$ cat src/rtl/sdc_resp_pkg.sv
package sdc_resp_pkg;

   typedef enum logic [1:0] {
      RX_IDLE  = 2'd0,
      RX_ARMED = 2'd1,
      RX_HUNT  = 2'd2,
      RX_SHIFT = 2'd3
   } rx_state_e;

   localparam int BYTE_W       = 8;
   localparam int HDR_BITS     = 8;
   localparam int DEF_CRC_W    = 7;
   localparam logic [DEF_CRC_W-1:0] DEF_CRC_POLY = 7'h09;

endpackage

$ cat src/rtl/sdc_crc_serial.sv
module sdc_crc_serial #(
   parameter int              W    = 7,
   parameter logic [W-1:0]    POLY = 7'h09
) (
   input  logic         clk,
   input  logic         rst_n,
   input  logic         clr,
   input  logic         en,
   input  logic         din,
   output logic [W-1:0] crc
);

   logic [W-1:0] crc_q;
   logic [W-1:0] crc_nx;
   logic         fb;

   assign fb = din ^ crc_q[W-1];

   for (genvar b = 0; b < W; b++) begin : g_tap
      if (b == 0) begin : g_lsb
         assign crc_nx[b] = fb & POLY[b];
      end else begin : g_hi
         assign crc_nx[b] = crc_q[b-1] ^ (fb & POLY[b]);
      end
   end

   always_ff @(posedge clk or negedge rst_n) begin
      if (!rst_n)      crc_q <= '0;
      else if (clr)    crc_q <= '0;
      else if (en)     crc_q <= crc_nx;
   end

   assign crc = crc_q;

endmodule

$ cat src/rtl/sdc_rx_fifo.sv
module sdc_rx_fifo #(
   parameter int DEPTH = 17,
   parameter int DW    = 8,
   localparam int AW   = (DEPTH > 1) ? $clog2(DEPTH) : 1
) (
   input  logic          clk,
   input  logic          rst_n,
   input  logic          wr_en,
   input  logic [AW-1:0] wr_addr,
   input  logic [DW-1:0] wr_data,
   input  logic          ptr_rst,
   input  logic          rd_en,
   output logic [DW-1:0] rd_data
);

   logic [DW-1:0] ent_w [DEPTH];
   logic [AW-1:0] rd_ptr_q;

   for (genvar g = 0; g < DEPTH; g++) begin : g_ent
      logic [DW-1:0] ent_q;
      always_ff @(posedge clk or negedge rst_n) begin
         if (!rst_n)                              ent_q <= '0;
         else if (wr_en && (wr_addr == AW'(g)))   ent_q <= wr_data;
      end
      assign ent_w[g] = ent_q;
   end

   always_ff @(posedge clk or negedge rst_n) begin
      if (!rst_n)        rd_ptr_q <= '0;
      else if (ptr_rst)  rd_ptr_q <= '0;
      else if (rd_en)    rd_ptr_q <= (rd_ptr_q == AW'(DEPTH-1)) ? '0 : rd_ptr_q + 1'b1;
   end

   assign rd_data = ent_w[rd_ptr_q];

endmodule

$ cat src/rtl/sdc_resp_ctrl.sv
module sdc_resp_ctrl
   import sdc_resp_pkg::*;
#(
   parameter int SHORT_BYTES = 6,
   parameter int LONG_BYTES  = 17,
   parameter int TOUT_TICKS  = 64,
   parameter int CRC_W       = 7,
   parameter int AW          = 5
) (
   input  logic             clk,
   input  logic             rst_n,
   input  logic             arm_set,
   input  logic             cfg_long,
   input  logic             cfg_crc_off,
   input  logic             cmd_done,
   input  logic             bit_tick,
   input  logic             cmd_in,
   input  logic             eor_ack,
   input  logic [CRC_W-1:0] crc_calc,
   output logic             crc_clr,
   output logic             crc_en,
   output logic             crc_din,
   output logic             wr_en,
   output logic [AW-1:0]    wr_addr,
   output logic [BYTE_W-1:0] wr_data,
   output logic             rx_en,
   output logic             eor_flag,
   output logic             crc_err,
   output logic             fmt_err,
   output logic             tout_err
);

   localparam int SHORT_BITS = SHORT_BYTES * BYTE_W;
   localparam int LONG_BITS  = LONG_BYTES * BYTE_W;
   localparam int IDX_W      = $clog2(LONG_BITS + 1);
   localparam int TC_W       = $clog2(TOUT_TICKS + 1);
   localparam logic [IDX_W-1:0] S_LAST = IDX_W'(SHORT_BITS - 1);
   localparam logic [IDX_W-1:0] L_LAST = IDX_W'(LONG_BITS - 1);
   localparam logic [IDX_W-1:0] S_COVH = IDX_W'(SHORT_BITS - 1 - CRC_W);
   localparam logic [IDX_W-1:0] L_COVH = IDX_W'(LONG_BITS - 1 - CRC_W);
   localparam logic [IDX_W-1:0] L_COVL = IDX_W'(HDR_BITS);
   localparam logic [TC_W-1:0]  T_LAST = TC_W'(TOUT_TICKS - 1);

   rx_state_e            state_q;
   logic                 long_q, crcoff_q, fbad_q;
   logic [IDX_W-1:0]     idx_q;
   logic [TC_W-1:0]      tcnt_q;
   logic [BYTE_W-2:0]    sh_q;
   logic [CRC_W-1:0]     crcrx_q;
   logic                 eor_q, crce_q, fmte_q, toute_q;

   logic                 in_hunt, in_shift, take, arm_go, last;
   logic [IDX_W-1:0]     cur_idx, last_idx, cov_lo, cov_hi;

   assign in_hunt  = (state_q == RX_HUNT);
   assign in_shift = (state_q == RX_SHIFT);
   assign take     = bit_tick && ((in_hunt && !cmd_in) || in_shift);
   assign arm_go   = arm_set && (state_q == RX_IDLE);
   assign cur_idx  = in_shift ? idx_q : '0;
   assign last_idx = long_q ? L_LAST : S_LAST;
   assign cov_lo   = long_q ? L_COVL : '0;
   assign cov_hi   = long_q ? L_COVH : S_COVH;
   assign last     = in_shift && (cur_idx == last_idx);

   assign crc_clr  = arm_go;
   assign crc_en   = take && (cur_idx >= cov_lo) && (cur_idx < cov_hi);
   assign crc_din  = cmd_in;
   assign wr_en    = take && (cur_idx[2:0] == 3'b111);
   assign wr_addr  = AW'(cur_idx >> 3);
   assign wr_data  = {sh_q, cmd_in};

   always_ff @(posedge clk or negedge rst_n) begin
      if (!rst_n) begin
         state_q  <= RX_IDLE;
         long_q   <= 1'b0;
         crcoff_q <= 1'b0;
         fbad_q   <= 1'b0;
         idx_q    <= '0;
         tcnt_q   <= '0;
         sh_q     <= '0;
         crcrx_q  <= '0;
         eor_q    <= 1'b0;
         crce_q   <= 1'b0;
         fmte_q   <= 1'b0;
         toute_q  <= 1'b0;
      end else begin
         if (eor_ack) eor_q <= 1'b0;
         if (take) sh_q <= {sh_q[BYTE_W-3:0], cmd_in};
         unique case (state_q)
            RX_IDLE: begin
               if (arm_set) begin
                  state_q  <= RX_ARMED;
                  long_q   <= cfg_long;
                  crcoff_q <= cfg_crc_off;
                  fbad_q   <= 1'b0;
                  eor_q    <= 1'b0;
                  crce_q   <= 1'b0;
                  fmte_q   <= 1'b0;
                  toute_q  <= 1'b0;
               end
            end
            RX_ARMED: begin
               if (cmd_done) begin
                  state_q <= RX_HUNT;
                  tcnt_q  <= '0;
               end
            end
            RX_HUNT: begin
               if (bit_tick) begin
                  if (!cmd_in) begin
                     state_q <= RX_SHIFT;
                     idx_q   <= IDX_W'(1);
                  end else if (tcnt_q == T_LAST) begin
                     state_q <= RX_IDLE;
                     eor_q   <= 1'b1;
                     toute_q <= 1'b1;
                  end else begin
                     tcnt_q <= tcnt_q + 1'b1;
                  end
               end
            end
            RX_SHIFT: begin
               if (bit_tick) begin
                  idx_q <= idx_q + 1'b1;
                  if ((idx_q == IDX_W'(1)) && cmd_in) fbad_q <= 1'b1;
                  if ((idx_q >= cov_hi) && (idx_q < last_idx))
                     crcrx_q <= {crcrx_q[CRC_W-2:0], cmd_in};
                  if (last) begin
                     state_q <= RX_IDLE;
                     eor_q   <= 1'b1;
                     fmte_q  <= fbad_q | ~cmd_in;
                     crce_q  <= ~crcoff_q && (crc_calc != crcrx_q);
                  end
               end
            end
            default: state_q <= RX_IDLE;
         endcase
      end
   end

   assign rx_en    = (state_q != RX_IDLE);
   assign eor_flag = eor_q;
   assign crc_err  = crce_q;
   assign fmt_err  = fmte_q;
   assign tout_err = toute_q;

endmodule

$ cat src/rtl/sdc_resp_rx.sv
module sdc_resp_rx
   import sdc_resp_pkg::*;
#(
   parameter int                   SHORT_BYTES = 6,
   parameter int                   LONG_BYTES  = 17,
   parameter int                   TOUT_TICKS  = 64,
   parameter int                   CRC_W       = DEF_CRC_W,
   parameter logic [CRC_W-1:0]     CRC_POLY    = DEF_CRC_POLY
) (
   input  logic               clk,
   input  logic               rst_n,
   input  logic               arm_set,
   input  logic               cfg_long,
   input  logic               cfg_crc_off,
   input  logic               cmd_done,
   input  logic               bit_tick,
   input  logic               cmd_in,
   input  logic               eor_ack,
   input  logic               ptr_rst,
   input  logic               rd_en,
   output logic [BYTE_W-1:0]  rd_data,
   output logic               rx_en,
   output logic               eor_flag,
   output logic               crc_err,
   output logic               fmt_err,
   output logic               tout_err
);

   localparam int FIFO_DEPTH = LONG_BYTES;
   localparam int AW         = (FIFO_DEPTH > 1) ? $clog2(FIFO_DEPTH) : 1;

   if (SHORT_BYTES < 2 || LONG_BYTES <= SHORT_BYTES) begin : g_bad_len
      $error("sdc_resp_rx: reply lengths out of range");
   end
   if (CRC_W < 2 || CRC_W > BYTE_W - 1) begin : g_bad_crc
      $error("sdc_resp_rx: CRC width must fit in the last byte");
   end
   if (TOUT_TICKS < 1) begin : g_bad_tout
      $error("sdc_resp_rx: timeout must be at least one strobe");
   end

   logic               crc_clr, crc_en, crc_din;
   logic [CRC_W-1:0]   crc_calc;
   logic               wr_en;
   logic [AW-1:0]      wr_addr;
   logic [BYTE_W-1:0]  wr_data;

   sdc_resp_ctrl #(
      .SHORT_BYTES (SHORT_BYTES),
      .LONG_BYTES  (LONG_BYTES),
      .TOUT_TICKS  (TOUT_TICKS),
      .CRC_W       (CRC_W),
      .AW          (AW)
   ) u_ctrl (
      .clk         (clk),
      .rst_n       (rst_n),
      .arm_set     (arm_set),
      .cfg_long    (cfg_long),
      .cfg_crc_off (cfg_crc_off),
      .cmd_done    (cmd_done),
      .bit_tick    (bit_tick),
      .cmd_in      (cmd_in),
      .eor_ack     (eor_ack),
      .crc_calc    (crc_calc),
      .crc_clr     (crc_clr),
      .crc_en      (crc_en),
      .crc_din     (crc_din),
      .wr_en       (wr_en),
      .wr_addr     (wr_addr),
      .wr_data     (wr_data),
      .rx_en       (rx_en),
      .eor_flag    (eor_flag),
      .crc_err     (crc_err),
      .fmt_err     (fmt_err),
      .tout_err    (tout_err)
   );

   sdc_crc_serial #(
      .W    (CRC_W),
      .POLY (CRC_POLY)
   ) u_crc (
      .clk   (clk),
      .rst_n (rst_n),
      .clr   (crc_clr),
      .en    (crc_en),
      .din   (crc_din),
      .crc   (crc_calc)
   );

   sdc_rx_fifo #(
      .DEPTH (FIFO_DEPTH),
      .DW    (BYTE_W)
   ) u_fifo (
      .clk     (clk),
      .rst_n   (rst_n),
      .wr_en   (wr_en),
      .wr_addr (wr_addr),
      .wr_data (wr_data),
      .ptr_rst (ptr_rst),
      .rd_en   (rd_en),
      .rd_data (rd_data)
   );

endmodule

$ cat config.mk
export PLATFORM = sky130hd
export DESIGN_NAME = sdc_resp_rx
export DESIGN_NICKNAME = d
export VERILOG_FILES = /design/src/rtl/sdc_resp_pkg.sv /design/src/rtl/sdc_crc_serial.sv /design/src/rtl/sdc_rx_fifo.sv /design/src/rtl/sdc_resp_ctrl.sv /design/src/rtl/sdc_resp_rx.sv
export SDC_FILE = /design/constraint.sdc
export NUM_CORES = 1
export LEC_CHECK = 0
export BUFFER_PORTS_ARGS = -buffer_cell sky130_fd_sc_hd__buf_2
export CORE_MARGIN = 1.5
export CORE_UTILIZATION = 60
export CTS_CLUSTER_SIZE = 10
export DETAILED_ROUTE_END_ITERATION = 6
export PLACE_DENSITY_LB_ADDON = 0.25
export SLEW_MARGIN = 20
export SYNTH_ARGS = -nofsm -noshare
export SYNTH_HDL_FRONTEND = slang
export SYNTH_HIERARCHICAL = 1
export SYNTH_SLANG_ARGS = --single-unit
$ cat constraint.sdc
create_clock -name clk -period 4.5 [get_ports clk]
set_clock_uncertainty 0.05 [all_clocks]
set_input_delay 0.9 -clock clk [delete_from_list [all_inputs] [get_ports clk]]
set_output_delay 0.9 -clock clk [all_outputs]
set_load 0.005 [all_outputs]
Word level (Yosys, flattened, before mapping):

Cells that the tools add are included.

* output and inout port bits: 13
* bits of input ports: 11
* memory bits (read-only): 0
* memories: 0
* logic and storage cells: 178
* register bits: 186
* bits in writable memories: 0
* latch bits: 0

* multiplexer cells: 51
* $lt $le $gt $ge: 5
* equal/unequal tests: 36
* bitwise logic cells: 6
* shift operators: 0
* multiply operators: 0
* reductions and logical operators: 46
* divide/modulo/power cells: 0
* add/sub/neg operators: 3

Operators by type and width (count)
* 2-to-1 mux 8 bit: 8
* 2-to-1 mux 7 bit: 6
* binary-select mux 8 bit (select 5 bit): 1
* == test 5 x 4 -> 1 bit, second input constant: 8
* logical AND 1 bit: 27
* == test 5 x 3 -> 1 bit, second input constant: 4
* != test 2 bit, second input constant: 10
* 2-to-1 mux 1 bit: 17
* greater-or-equal comparator 8 bit: 2
* less-than comparator 8 bit: 2
* case mux 8 bit (2 select lines): 1
* 2-to-1 mux 5 bit: 3
* 2-to-1 mux 2 bit: 7
* case mux 7 bit (2 select lines): 1
* nonzero test 2 bit: 7
* AND reduction 4 bit: 3
* == test 5 x 2 -> 1 bit, second input constant: 2
* == test 5 bit, second input constant: 2
* AND reduction 5 bit: 2
* adder 8 x 1 -> 8 bit, second input constant: 1
* == test 8 x 1 -> 1 bit, second input constant: 1
* == test 8 bit: 1
* case mux 1 bit (2 select lines): 4
* case mux 2 bit (4 select lines): 1
* 23 further kinds: 26

Depth between registers and ports, before layout:

* depth after elaboration: 8
* depth in mapped cells: 11
* mapped depth without buffers: 9

Hierarchy:

Netlist, hierarchy kept.

Modules (own cells, without submodules)
* sdc_rx_fifo: seq. area each 3528.4 um^2, cells each 465, times used 1, area each 6653.9 um^2
* sdc_resp_ctrl: seq. area each 950.9 um^2, cells each 229, times used 1, area each 2155.8 um^2
* sdc_crc_serial: seq. area each 175.2 um^2, cells each 28, times used 1, area each 307.8 um^2

Worst setup path after synthesis:

OpenSTA, ideal clock, no wires.

* path type: input -> register
* start point: input bit_tick
* end point: register u_fifo.g_ent[13].ent_q[0]
* data required time: 4.325 ns
* arrival: 2.377 ns
* setup time: 0.125 ns
* stages on the path: 8
* buffers on the path: 2
* setup slack: 1.949 ns
* cells stage by stage: nand3_1 nor2_1 nor2b_4 and3b_1 clkbuf_1 and3_1 buf_2 mux2_2

* word-level cells in the longest chain between the ends: 3

Ends and longest elaborated chain
* start: declaration: line sdc_resp_rx.sv:16 `input logic bit_tick,`
* logical AND 1 bit: line sdc_resp_ctrl.sv:57 `assign take = bit_tick && ((in_hunt && !cmd_in) || in_shift);`
* logical AND 1 bit: line sdc_resp_ctrl.sv:68 `assign wr_en = take && (cur_idx[2:0] == 3'b111);`
* via wr_en: line sdc_resp_rx.sv:44 `logic wr_en;`
* logical AND 1 bit: line sdc_rx_fifo.sv:23 `else if (wr_en && (wr_addr == AW'(g))) ent_q <= wr_data;`
* end signal: assignment: line sdc_rx_fifo.sv:23
* end: declaration: line sdc_rx_fifo.sv:20 `logic [DW-1:0] ent_q;`

The timed path passes the listed nets, and every way through them passes these cells.
A chain may end at the register's enable or synchronous reset.

Worst setup path after layout:

* start point: register u_fifo.rd_ptr_q[0]
* end point: output rd_data[1]

* word-level cells in the longest chain between the ends: 4

Ends and longest elaborated chain
* start: declaration: line sdc_rx_fifo.sv:17 `logic [AW-1:0] rd_ptr_q;`
* start signal: assignment: line sdc_rx_fifo.sv:31 `else if (rd_en) rd_ptr_q <= (rd_ptr_q == AW'(DEPTH-1)) ? '0 : rd_ptr_q + 1'b1;`
* NOT 5 -> 6 bit (implied by the code): line sdc_rx_fifo.sv:34 `assign rd_data = ent_w[rd_ptr_q];`
* binary-select mux 8 bit (select 5 bit): line sdc_rx_fifo.sv:34
* 2-to-1 mux 8 bit (implied by the code) (2 in series): line sdc_rx_fifo.sv:34
* end: declaration: line sdc_resp_rx.sv:21 `output logic [BYTE_W-1:0] rd_data,`

Every way passes these cells. The select of a mux whose other input is x is not followed.

==> flow_metrics.env <==
export IMPL_powerDensity_nw_per_um2=438
export IMPL_status="finished, final reports clean"
export IMPL_hold_buffers=0
export IMPL_synth_top_family_by_area="multiplexers"
export IMPL_synthCells=722
export IMPL_worst_skew_pair_late_latency_ns=0.43
export IMPL_cts_resized_gates=0
export IMPL_maxSlewViolCount=0
export IMPL_use_met1_pct=33.4
export IMPL_regArea_um2=4660
export IMPL_yosys_mux_area_fraction_pct=26.3
export IMPL_drt_total_wl_um=19000
export IMPL_antenna_diode_count=0
export IMPL_grtUsageMet3_pct=4.67
export IMPL_synth_area_um2=9120
export IMPL_synthFlopType="dfrtp_1"
export IMPL_arrival_ns=2.76
export IMPL_drive_gt1_share_pct=33.9
export IMPL_core_rowCount=44
export IMPL_multi_input_comb_area_um2=4180
export IMPL_core_area_um2=14700
export IMPL_avgSynthCellArea_um2=12.6
export IMPL_overflow=0
export IMPL_timing_final_setup_violations=0
export IMPL_leakagePower_nw=4.72
export IMPL_grt_max_degree=111
export IMPL_critPathMaxFanout=27
export IMPL_synth_edf_count=0
export IMPL_start_kind="flip-flop"
export IMPL_synth_compound_area_share_pct=5.82
export IMPL_clkSlewWorstSetupHoldPaths_ns=0.06
export IMPL_io_pins=24
export IMPL_firstDrtPassIters=7
export IMPL_grt_busiest_layer="met2"
export IMPL_drcViolationCount=0
export IMPL_die_x_um=126
export IMPL_port_buffers=23
export IMPL_die_area_um2=15900
export IMPL_cts_setup_buffers=0
export IMPL_synth_simple_area_share_pct=10.6
export IMPL_ys_warn_count=6
export IMPL_worstSetupPathType="reg -> out"
export IMPL_cts_sinks=186
export IMPL_syn_nets=747
export IMPL_cts_htree_levels=4
export IMPL_vias=5786
export IMPL_clockRootBuffer="clkbuf_16"
export IMPL_drtIter0Drc=427
export IMPL_synth_seq_cells=186
export IMPL_layout_commonest_cell="dfrtp_1"
export IMPL_grt_util_met2_pct=43.3
export IMPL_synth_cell_type_count=62
export IMPL_setup_tns_ns=0
export IMPL_hold_violations=0
export IMPL_numCtsBuffers=17
export IMPL_layout_common_cells="185 x dfrtp_1, 160 x mux2_2, 52 x nand2_1"
export IMPL_clockBufferDepth=2
export IMPL_grt_total_usage_pct=25.7
export IMPL_cts_tree="done"
export IMPL_placed_cells=887
export IMPL_rsz0062_at_grt="false"
export IMPL_synth_xor_area_share_pct=1.25
export IMPL_routabilityCongestion=0.918
export IMPL_synthAdderAreaFrac_pct=1.92
export IMPL_antenna_found_initial=0
export IMPL_vias_per_cell=6.30
export IMPL_peakVddDrop_v=0.000326
export IMPL_fmax_mhz=269
export IMPL_holdWs_ns=0.429
export IMPL_first_global_vias=5946
export IMPL_async_flop_share_pct=100
export IMPL_dp_final_hpwl_um=12700
export IMPL_wl_per_cell_um=20.6
export IMPL_final_cells=919
export IMPL_worst_setup_path_end_kind="primary output"
export IMPL_seq_area_frac_synth_pct=51.0
export IMPL_final_fill_count=1071
export IMPL_layout_nets=747
export IMPL_period_minus_slack_ns=3.71
export IMPL_ant_nets=0
export IMPL_die_h_um=126
export IMPL_cap_violations=0
export IMPL_finalCritPeriodShare_pct=82.5
export IMPL_initial_core_util_pct=62.0
export IMPL_tightest_slew_ns=0.877
export IMPL_min_path_type="reg -> reg"
export IMPL_maxSlewHeadroom_pct=41.4
export IMPL_area_growth_pct=7.88
export IMPL_crit_required_ns=3.55
export IMPL_grt_pass1_wl_um=31600
final cells by class:
type / instances / share of cell area, %
flip-flops and latches: 186 / 47.3
inverters: 10 / 0.382
well taps: 184 / 2.34
clock buffers: 23 / 4.96
repair buffers: 29 / 1.84
clock inverters: 9 / 0.661
multi-input cells: 478 / 42.5
critical path: stages (launching register included):
cell	delay, ns
dfrtp_2	0.70
buf_4	0.32
buf_4	0.35
mux2i_1	0.32
a311oi_1	0.13
a221o_1	0.35
buf_2	0.14
path summary, 6_finish.rpt:
check / startpoint / end / slack, ns / depth (start not counted)
min: u_ctrl/crcoff_q / u_ctrl/crc_err / 0.43 / 1
max reg2reg: u_ctrl/state_q[1] / u_fifo/g_ent[11].ent_q[5] / 1.55 / 6
min reg2reg: u_ctrl/crcoff_q / u_ctrl/crc_err / 0.43 / 1
min in group asynchronous: rst_n / u_fifo/g_ent[12].ent_q[4] / 0.53 / 1
max: u_fifo/rd_ptr_q[0] / rd_data[1] / 0.79 / 6
max in group asynchronous: rst_n / u_fifo/g_ent[9].ent_q[2] / 2.98 / 2
Yosys cell counts (all sizes together) (5+ instances only):
cell type / n / area [µm²]
a211oi: 9 / 67.6
a21oi: 9 / 45.0
a221o: 8 / 80.1
a311oi: 9 / 78.8
and2: 5 / 31.3
and3: 9 / 56.3
buf: 25 / 161
clkbuf: 23 / 86.3
dfrtp: 186 / 4650
ha: 14 / 175
inv: 10 / 37.5
mux2: 161 / 1810
mux2i: 22 / 220
mux4: 16 / 360
nand2: 52 / 195
nand3: 11 / 60.1
nand4: 12 / 75.1
nor2: 39 / 149
nor2b: 15 / 101
o21ai: 9 / 45.0
o22ai: 8 / 50.1
o31ai: 5 / 42.5
xnor2: 6 / 52.6
xor2: 7 / 61.3
logic make-up after synthesis:
family	after synthesis
buf+inv	58
flops	186
xor+xnor	13
fa+ha+maj	14
compound gates	71
simple gates	181
mux	199
state kept, by name, indices dropped and copies added, names as in the netlist, 2 cells and up:
signal	count
u_ctrl/tcnt_q	7
u_ctrl/state_q	2
u_ctrl/idx_q	8
u_crc/crc	7
u_ctrl/crcrx_q	7
u_fifo/rd_ptr_q	5
u_fifo/g_ent.ent_q	136
u_ctrl/sh_q	7
report_power, final:
group | leakage [nW] | switching (mW) | internal [mW]
registers | 2.54 | 0.307 | 1.85
clock network | 0.258 | 0.621 | 0.765
logic | 1.93 | 0.393 | 0.372
through the flow:
stage                     instance area (µm²)  power (mW)  util [%]  setup slack (ns)
final                                    9840        4.31      66.9             0.787
after global routing                     9840        4.53      66.9             0.617
after CTS                                9830        4.33      66.9             0.785
after detailed placement                 9280        2.94      63.1              1.24
after global placement                   9280        2.88      63.1              1.26
after floorplan                          9120        2.65         -              1.95
metal layers:
layer  wire length, µm  vias up
li1                  -     2631
met4               451        0
met1              8370     2971
met2              9450      149
met3               706       35
met5                 0        -
Note: power is estimated with default switching activity, not from simulation.
